===== src/rtl/pll_pkg.sv =====
package pll_pkg;

  // Foreground mode encoding that substitutes the latches for CPU data.
  localparam logic [1:0] FGM_DITHER = 2'd2;

  // Per-bank strobes produced by the register decoder.
  typedef struct packed {
    logic dir_we;   // direct write to one plane latch
    logic fast_we;  // write through the auto-cycling port
    logic fast_rd;  // read of the auto-cycling port (clears pointer)
    logic ptr_we;   // pointer load from the state register
  } bank_ctl_t;

endpackage


===== src/rtl/pll_reg_decode.sv =====
module pll_reg_decode
  import pll_pkg::*;
#(
  parameter int unsigned NPLANES = 4,
  parameter int unsigned AW      = 4,
  localparam int unsigned PW     = $clog2(NPLANES)
) (
  input  logic          wr,
  input  logic          rd,
  input  logic [AW-1:0] addr,
  output bank_ctl_t     fg_ctl,
  output bank_ctl_t     bg_ctl,
  output logic [PW-1:0] dir_sel,
  output logic          mode_we
);

  localparam logic [AW-1:0] A_BG0   = AW'(NPLANES);
  localparam logic [AW-1:0] A_FFAST = AW'(2 * NPLANES);
  localparam logic [AW-1:0] A_BFAST = AW'(2 * NPLANES + 1);
  localparam logic [AW-1:0] A_STATE = AW'(2 * NPLANES + 2);
  localparam logic [AW-1:0] A_MODE  = AW'(2 * NPLANES + 3);

  logic rd_eff;
  assign rd_eff  = rd & ~wr;          // a write in the same cycle wins
  assign dir_sel = addr[PW-1:0];      // plane index within either bank

  always_comb begin
    fg_ctl  = '0;
    bg_ctl  = '0;
    mode_we = 1'b0;
    if (addr < A_BG0) begin
      fg_ctl.dir_we = wr;
    end else if (addr < A_FFAST) begin
      bg_ctl.dir_we = wr;
    end else if (addr == A_FFAST) begin
      fg_ctl.fast_we = wr;
      fg_ctl.fast_rd = rd_eff;
    end else if (addr == A_BFAST) begin
      bg_ctl.fast_we = wr;
      bg_ctl.fast_rd = rd_eff;
    end else if (addr == A_STATE) begin
      fg_ctl.ptr_we = wr;
      bg_ctl.ptr_we = wr;
    end else if (addr == A_MODE) begin
      mode_we = wr;
    end
  end

endmodule


===== src/rtl/pll_latch_bank.sv =====
module pll_latch_bank
  import pll_pkg::*;
#(
  parameter int unsigned NPLANES = 4,
  parameter int unsigned DW      = 8,
  localparam int unsigned PW     = $clog2(NPLANES)
) (
  input  logic                  clk,
  input  logic                  rst_n,
  input  bank_ctl_t             ctl,
  input  logic [PW-1:0]         dir_sel,
  input  logic [PW-1:0]         ptr_wdata,
  input  logic [DW-1:0]         wdata,
  output logic [NPLANES*DW-1:0] lat_flat,
  output logic [PW-1:0]         ptr
);

  logic [PW-1:0] ptr_q;

  // Pointer: NPLANES is a power of two, so the increment wraps by itself.
  always_ff @(posedge clk) begin
    if (!rst_n)           ptr_q <= '0;
    else if (ctl.fast_we) ptr_q <= ptr_q + 1'b1;
    else if (ctl.fast_rd) ptr_q <= '0;
    else if (ctl.ptr_we)  ptr_q <= ptr_wdata;
  end

  assign ptr = ptr_q;

  for (genvar p = 0; p < NPLANES; p++) begin : g_plane
    logic [DW-1:0] q;
    always_ff @(posedge clk) begin
      if (!rst_n)
        q <= '0;
      else if (ctl.dir_we && dir_sel == PW'(p))
        q <= wdata;
      else if (ctl.fast_we && ptr_q == PW'(p))
        q <= wdata;
    end
    assign lat_flat[p*DW +: DW] = q;
  end

endmodule


===== src/rtl/pll_plane_mux.sv =====
module pll_plane_mux
  import pll_pkg::*;
#(
  parameter int unsigned NPLANES = 4,
  parameter int unsigned DW      = 8
) (
  input  logic [1:0]            mode,
  input  logic [DW-1:0]         cpu_data,
  input  logic [NPLANES*DW-1:0] fg_flat,
  output logic [NPLANES*DW-1:0] out_flat
);

  logic dither;
  assign dither = (mode == FGM_DITHER);

  for (genvar p = 0; p < NPLANES; p++) begin : g_plane
    assign out_flat[p*DW +: DW] = dither ? fg_flat[p*DW +: DW] : cpu_data;
  end

endmodule


===== src/rtl/plane_latch_loader.sv =====
module plane_latch_loader
  import pll_pkg::*;
#(
  parameter int unsigned NPLANES = 4,  // power of two, 2 to 16
  parameter int unsigned DW      = 8,  // at least 4 + pointer width
  parameter int unsigned AW      = 4   // holds 2*NPLANES+4 addresses
) (
  input  logic                  clk,
  input  logic                  rst_n,
  input  logic                  reg_wr,
  input  logic                  reg_rd,
  input  logic [AW-1:0]         reg_addr,
  input  logic [DW-1:0]         reg_wdata,
  output logic [DW-1:0]         reg_rdata,
  input  logic                  cpu_wvalid,
  output logic                  cpu_wready,
  input  logic [DW-1:0]         cpu_wdata,
  output logic                  mem_wvalid,
  input  logic                  mem_wready,
  output logic [NPLANES*DW-1:0] mem_wdata,
  output logic [NPLANES*DW-1:0] bg_latches
);

  localparam int unsigned PW = $clog2(NPLANES);
  localparam int unsigned FG_LSB = 4;   // foreground pointer field in state reg
  localparam logic [AW-1:0] A_BG0   = AW'(NPLANES);
  localparam logic [AW-1:0] A_FFAST = AW'(2 * NPLANES);
  localparam logic [AW-1:0] A_BFAST = AW'(2 * NPLANES + 1);
  localparam logic [AW-1:0] A_STATE = AW'(2 * NPLANES + 2);
  localparam logic [AW-1:0] A_MODE  = AW'(2 * NPLANES + 3);

  bank_ctl_t             fg_ctl, bg_ctl;
  logic [PW-1:0]         dir_sel;
  logic                  mode_we;
  logic [1:0]            mode_q;
  logic [NPLANES*DW-1:0] fg_lat;
  logic [PW-1:0]         fg_ptr, bg_ptr;

  pll_reg_decode #(.NPLANES(NPLANES), .AW(AW)) u_dec (
    .wr(reg_wr), .rd(reg_rd), .addr(reg_addr),
    .fg_ctl(fg_ctl), .bg_ctl(bg_ctl), .dir_sel(dir_sel), .mode_we(mode_we)
  );

  pll_latch_bank #(.NPLANES(NPLANES), .DW(DW)) u_fg (
    .clk(clk), .rst_n(rst_n), .ctl(fg_ctl), .dir_sel(dir_sel),
    .ptr_wdata(reg_wdata[FG_LSB +: PW]), .wdata(reg_wdata),
    .lat_flat(fg_lat), .ptr(fg_ptr)
  );

  pll_latch_bank #(.NPLANES(NPLANES), .DW(DW)) u_bg (
    .clk(clk), .rst_n(rst_n), .ctl(bg_ctl), .dir_sel(dir_sel),
    .ptr_wdata(reg_wdata[PW-1:0]), .wdata(reg_wdata),
    .lat_flat(bg_latches), .ptr(bg_ptr)
  );

  always_ff @(posedge clk) begin
    if (!rst_n)       mode_q <= '0;
    else if (mode_we) mode_q <= reg_wdata[1:0];
  end

  pll_plane_mux #(.NPLANES(NPLANES), .DW(DW)) u_mux (
    .mode(mode_q), .cpu_data(cpu_wdata), .fg_flat(fg_lat), .out_flat(mem_wdata)
  );

  // Stream passes straight through; no storage on the data path.
  assign mem_wvalid = cpu_wvalid;
  assign cpu_wready = mem_wready;

  // Register read mux.
  always_comb begin
    reg_rdata = '0;
    if (reg_addr < A_BG0)
      reg_rdata = fg_lat[int'(dir_sel)*DW +: DW];
    else if (reg_addr < A_FFAST)
      reg_rdata = bg_latches[int'(dir_sel)*DW +: DW];
    else if (reg_addr == A_FFAST)
      reg_rdata = fg_lat[int'(fg_ptr)*DW +: DW];
    else if (reg_addr == A_BFAST)
      reg_rdata = bg_latches[int'(bg_ptr)*DW +: DW];
    else if (reg_addr == A_STATE) begin
      reg_rdata[PW-1:0]       = bg_ptr;
      reg_rdata[FG_LSB +: PW] = fg_ptr;
    end else if (reg_addr == A_MODE)
      reg_rdata[1:0] = mode_q;
  end

endmodule


===== config.mk =====
export PLATFORM = sky130hd
export DESIGN_NAME = plane_latch_loader
export DESIGN_NICKNAME = d
export VERILOG_FILES = /design/src/rtl/pll_pkg.sv /design/src/rtl/pll_reg_decode.sv /design/src/rtl/pll_latch_bank.sv /design/src/rtl/pll_plane_mux.sv /design/src/rtl/plane_latch_loader.sv
export SDC_FILE = /design/constraint.sdc
export NUM_CORES = 1
export LEC_CHECK = 0
export BUFFER_PORTS_ARGS = -buffer_cell sky130_fd_sc_hd__buf_4
export CAP_MARGIN = 20
export CORE_ASPECT_RATIO = 2
export CORE_MARGIN = 2
export CORE_UTILIZATION = 35
export CTS_CLUSTER_DIAMETER = 100
export CTS_CLUSTER_SIZE = 28
export DETAILED_ROUTE_END_ITERATION = 8
export SYNTH_ARGS = -nofsm -noshare
export SYNTH_HDL_FRONTEND = slang
export SYNTH_SLANG_ARGS = --single-unit

===== constraint.sdc =====
create_clock -name clk -period 2.7 [get_ports clk]
set_input_delay 0.135 -clock clk [delete_from_list [all_inputs] [get_ports clk]]
set_output_delay 0.135 -clock clk [all_outputs]
set_load 0.1 [all_outputs]

# Word-level counts from Yosys, hierarchy flattened
# Index checks and enable logic that the tools add are counted.
[totals]
wordCells = 118
inputBits = 26
register_bits = 70
[op_classes]
n_bitwise = 2
eq_ne = 14
add_sub_neg = 2
reduce_logical = 29
n_shift = 4
order_cmp = 2
mux = 54
[op_table]
columns = ["operator", "n"]
rows = [
  ["$mux W8", 23],
  ["$shiftx A32 B6 Y8", 4],
  ["$mux W2", 15],
  ["$eq A4 B4 Y1 const B", 4],
  ["$logic_and A1 B1 Y1", 16],
  ["$reduce_bool A2 Y1", 8],
  ["$eq A2 B2 Y1 const B", 7],
  ["$mux W3", 4],
  ["$mux W1", 11],
  ["$eq A2 B1 Y1 const B", 3],
  ["$logic_not A2 Y1", 3],
  ["$reduce_bool A3 Y1", 2],
  ["$add A2 B1 Y2 const B", 2],
  ["$lt A4 B3 Y1 const B", 1],
  ["$lt A4 B4 Y1 const B", 1],
  ["$mux W4", 1],
  ["$and A1 B1 Y1", 1],
  ["$not A1 Y1", 1],
]

# Logic depth before layout (Yosys ltp)
[depth]
depth_word = 9
depth_mapped = 7
depth_no_buf = 6

# Cells and area by module
# A second synthesis with hierarchy kept.
[unflattened]
hier_cells = 431
area_unflattened_um2 = 4601.9
[by_module_without_submodules]
columns = ["mod", "n_inst", "area_per_inst_um2", "cells_each"]
rows = [
  ["pll_latch_bank", 2, 1353.8, 136],
  ["plane_latch_loader", 1, 1231.2, 106],
  ["pll_plane_mux", 1, 558.0, 37],
  ["pll_reg_decode", 1, 105.1, 16],
]

# Least setup slack after synthesis
# No wires, ideal clock.
[synth_timing]
path_type = "reg2out"
start = "register u_bg.g_plane[2].q[0]"
end = "output port reg_rdata[0]"
path_buffers = 0
setup_slack_ns = -0.449
required_time_ns = 2.565
path_stages_with_launch = 4
arrival_time_ns = 3.014
path_cell_list = "dfxtp_1 -> mux4_2 -> a22oi_1 -> a31oi_1"
[synth_between]
elab_chain_cells = 5
word_cells_on_any_way = 6
cone_classes = "2 x shift; 4 x mux"
[synth_lines]
columns = ["element", "line", "source"]
rows = [
  ["start, declared", "pll_latch_bank.sv:31", "logic [DW-1:0] q;"],
  ["start signal, assigned", "pll_latch_bank.sv:36", "q <= wdata;"],
  ["start signal, assigned", "pll_latch_bank.sv:38", "q <= wdata;"],
  ["$shiftx A32 B6 Y8", "plane_latch_loader.sv:79", "reg_rdata = bg_latches[int'(bg_ptr)*DW +: DW];"],
  ["$mux W2", "plane_latch_loader.sv:78", "else if (reg_addr == A_BFAST)"],
  ["$mux W8", "plane_latch_loader.sv:76", "else if (reg_addr == A_FFAST)"],
  ["$mux W8 *", "plane_latch_loader.sv:74", "else if (reg_addr < A_FFAST)"],
  ["$mux W8 *", "plane_latch_loader.sv:72", "if (reg_addr < A_BG0)"],
  ["end, declared", "plane_latch_loader.sv:14", "output logic [DW-1:0] reg_rdata,"],
]
# Every way passes the cells marked *; elsewhere a longest branch is shown, timed or not.

# Worst setup path after layout
[layout_timing]
start = "register u_bg.ptr_q[1], in the netlist u_bg.ptr[1]"
end = "output port reg_rdata[1]"
[layout_between]
elab_chain_cells = 5
word_cells_on_any_way = 6
cone_classes = "1 x shift; 5 x mux"
[layout_lines]
columns = ["element", "line", "source"]
rows = [
  ["start, declared", "pll_latch_bank.sv:18", "logic [PW-1:0] ptr_q;"],
  ["start signal, assigned", "pll_latch_bank.sv:23", "else if (ctl.fast_we) ptr_q <= ptr_q + 1'b1;"],
  ["start signal, assigned", "pll_latch_bank.sv:25", "else if (ctl.ptr_we) ptr_q <= ptr_wdata;"],
  ["$shiftx A32 B6 Y8 / $mux W2 (equally long branches)", "plane_latch_loader.sv:79, plane_latch_loader.sv:80", ""],
  ["$mux W2 *", "plane_latch_loader.sv:78", ""],
  ["$mux W8 *", "plane_latch_loader.sv:76", ""],
  ["$mux W8 *", "plane_latch_loader.sv:74", ""],
  ["$mux W8 *", "plane_latch_loader.sv:72", ""],
]
# Marks and branches as above.

==> impl_results.md <==
- Status: finished, final reports clean
- HPWL after DPL: 10210 um
- Core Box Area: 12200 um2
- Clk slew on worst S/H paths: 0.06 ns
- Hold Crit Class: in2reg
- GR peak layer: met2
- Total Power: 3.028 mW
- Tcrit/Tclk final: 0.9037
- Hold_buf cts: 0
- GRT Total Usage: 0.2040
- Dominant cells by area after synthesis: dfxtp_1 32%, mux4_2 16%, mux2i_1 16%
- Initial DRC Count: 308
- Share of cells above drive strength 1: 0.3359
- Worst setup margin: 0.2600 ns
- Unique masters post-synth: 49
- Pwr dens: 543.5 nW/um2
- Vias in the first global route: 3809
- CP required: 2.57 ns
- DP Worst Slack: 0.5321 ns
- Largest net degree at the start of global routing: 56
- Clk_skew: 0.007008 ns
- Post-synthesis mux area share: 0.3167
- RSZ-0062 raised after global routing: false
- Synth Net Count: 472
- Global-route wire length before repair: 21310 um
- Setup violations, final: 0
- Peak VDD IR: 0.0004806 V
- Vias/cell: 5.689
- # DRC: 0
- Most frequent cells in the layout: 110 x buf_4, 70 x dfxtp_1, 69 x mux2i_1, 61 x nor2_1, 33 x a21o_1
- Crit. End Element: output port
- Worst rel slew slack: 0.4900
- Post-synth top area share: 0.3195
- IO Port Bufs: 95
- R2r endpoint: u_bg.g_plane[0].q[1]
- CP max stage delay: 0.61 ns
- Lkg Pwr: 2.552 nW
- 1st-pass router iterations: 5
- Crit path depth: 5
- Post-synth EDFFs: 0
- Slowest stage cell, crit path: dfxtp_1
- CP top delay family: flip-flops
- Seq/Total Area, Yosys: 0.3195
- CP endpoint: reg_rdata[1]
- Worst-path cell chain: buf_4 > mux4_2 > a22oi_1 > a31oi_2 > buf_4
- Crit path arrival time: 2.30 ns
- Worst-path maximum fanout: 8
- Final cell count without fillers: 668
- Antenna Nets Post-Route: 0
- Die Height: 162.3 um
- FP Rows: 57
- Critical path startpoint category: flop
- Total CTS buffers: 9
- Worst-case clock buffer depth: 2
- GR Overflow Total: 0
- Register-to-register setup slack: 0.55 ns
- H-tree levels: 3
- CTS tree: done
- Synth Area in Compound Gates: 0.1515
- Fmax: 409.8 MHz
- Cells after Synth: 438
- Antenna violations before repair: 0
- Worst-Skew Late Latency: 0.34 ns
- Ys flop type: dfxtp_1
- Min Hold Slack: 0.08569 ns
- R2R Path Start: u_bg.ptr[1]
- Largest family of logic cells by synthesized area: multiplexers
- Max Cap Viol: 0
- DR WL/cell: 20.46 um
- Setup bufs post-CTS: 0
- Commonest non-fill, non-tap cell in the layout: buf_4
- I/O pins: 100
- Die ar.: 13500 um2
- Clock sink total: 70
- RePlAce Congestion: 0.8856
- Yosys top cell by area: dfxtp_1
- Post-synth ARST share: 0
- CP Class: reg2out
- Antenna diodes: 0
- Post-Synth Simple-Gate Area: 0.1338
- Hold Path Cell Cnt: 3
- Initial core utilization: 0.3596
- Synth Register Bits: 70
- Die W: 83.15 um
- Ys Warns: 0
- Worst path bufs/invs: 2
- Area share of fa/ha/maj cells after synthesis: 0.02282
- Post-cts resize count: 0
- Met3 Track Usage GR: 0.03201
- Tmin final: 2.440 ns
- Syn Area/Cell: 10.01 um2
- Final #Nets: 550
- Met1 Track Usage GR: 0.2237
- Slew Limit Fails: 0
- Synth Area in XOR/XNOR: 0.001997
- Hold Vio Cnt, Final: 0
- Root Driver: clkbuf_16
- Tightest Pin Transition: 0.7615 ns
- Cells after DPL: 652
- Area grow syn2layout: 27.05%
- Worst r2r path cells: 6
- Met2 Use GR: 0.3750
- Via Count: 3800
- Cell area after synthesis: 4385 um2
- Worst Setup SP: u_bg.ptr[1]
- DRT Wirelength: 13670 um
- Fin Setup TNS: 0 ns
- Most used cell, CP: buf_4
-- metal layers --
| metal | share of wire | routed length [um] | vias up |
|---|---|---|---|
| li1 | - | - | 1754 |
| met1 | 0.37 | 5123 | 1905 |
| met2 | 0.56 | 7600 | 113 |
| met3 | 0.034 | 463 | 28 |
| met4 | 0.035 | 481 | 0 |
| met5 | 0 | 0 | - |
-- worst reg2reg max path: cells and delay by family (launching register included) --
kind | cells | cell delay, ns
mux | 1 | 0.24
flops | 1 | 0.61
fa+ha+maj | 1 | 0.24
compound gates | 1 | 0.44
buf+inv | 1 | 0.21
simple gates | 2 | 0.27
-- worst min-delay path by stage --
stage / endpoint / from / slack [ns]
5_1_grt: u_fg.ptr[0] / rst_n / 0.1
2_1_floorplan: u_fg.ptr[0] / rst_n / 0.28
4_1_cts: u_fg.ptr[0] / rst_n / 0.08
3_3_place_gp: cpu_wready / mem_wready / 0.27
6_report: u_fg.ptr[0] / rst_n / 0.09
3_5_place_dp: cpu_wready / mem_wready / 0.27
-- flip-flops by register name, indices dropped and copies added (netlist names) --
signal	count
mode_q	2
u_bg.g_plane.q	32
u_bg.ptr	2
u_fg.g_plane.q	32
u_fg.ptr	2
-- synth_stat cells, types with 2 or more instances --
cell	instances
clkbuf_1	26
a311oi_1	2
a32oi_1	3
a21o_1	33
o21ai_0	6
inv_1	6
buf_4	4
ha_1	8
mux2i_1	69
buf_6	2
nor2b_1	17
nand4bb_1	2
a31oi_1	3
o21ai_2	2
dfxtp_1	70
nand2b_1	4
buf_2	11
a221oi_1	2
o22ai_1	4
mux4_2	31
a22oi_1	2
o21ai_1	10
nand3_1	8
nand3b_1	3
nand2_1	8
nor3b_1	3
a211oi_1	3
nor2_1	61
a21oi_1	15
-- per-stage QoR --
stage / area [um2] / util
2_1_floorplan: 4431 / -
3_3_place_gp: 5238 / 0.4295
5_1_grt: 5572 / 0.4569
6_report: 5572 / 0.4569
3_5_place_dp: 5238 / 0.4295
4_1_cts: 5572 / 0.4569
-- power by group --
group / total, mW / leakage, nW / internal (mW) / switching (mW)
sequential: 1.07 / 0.566 / 1.05 / 0.0235
clock: 1.30 / 0.162 / 0.858 / 0.443
combinational: 0.653 / 1.82 / 0.175 / 0.478
total: 3.03 / 2.55 / 2.08 / 0.944
-- cell type report --
type                            count  area (um2)
Clock inverter                      5       81.33
Tap cell                          147       183.9
Sequential cell                    70        1401
Multi-Input combinational cell    317        2796
Fill cell                        1191        6624
Clock buffer                       11       252.7
Timing Repair Buffer              110       825.8
Inverter                            8       30.03
-- logic make-up after synthesis --
kind of cell	Yosys count
AND/OR/NAND/NOR	115
XOR/XNOR	1
AO/OA/AOI/OAI	93
flip-flops	70
adder cells (fa/ha/maj)	8
buffers and inverters	51
multiplexers	100
(Power assumes the default switching activity.)
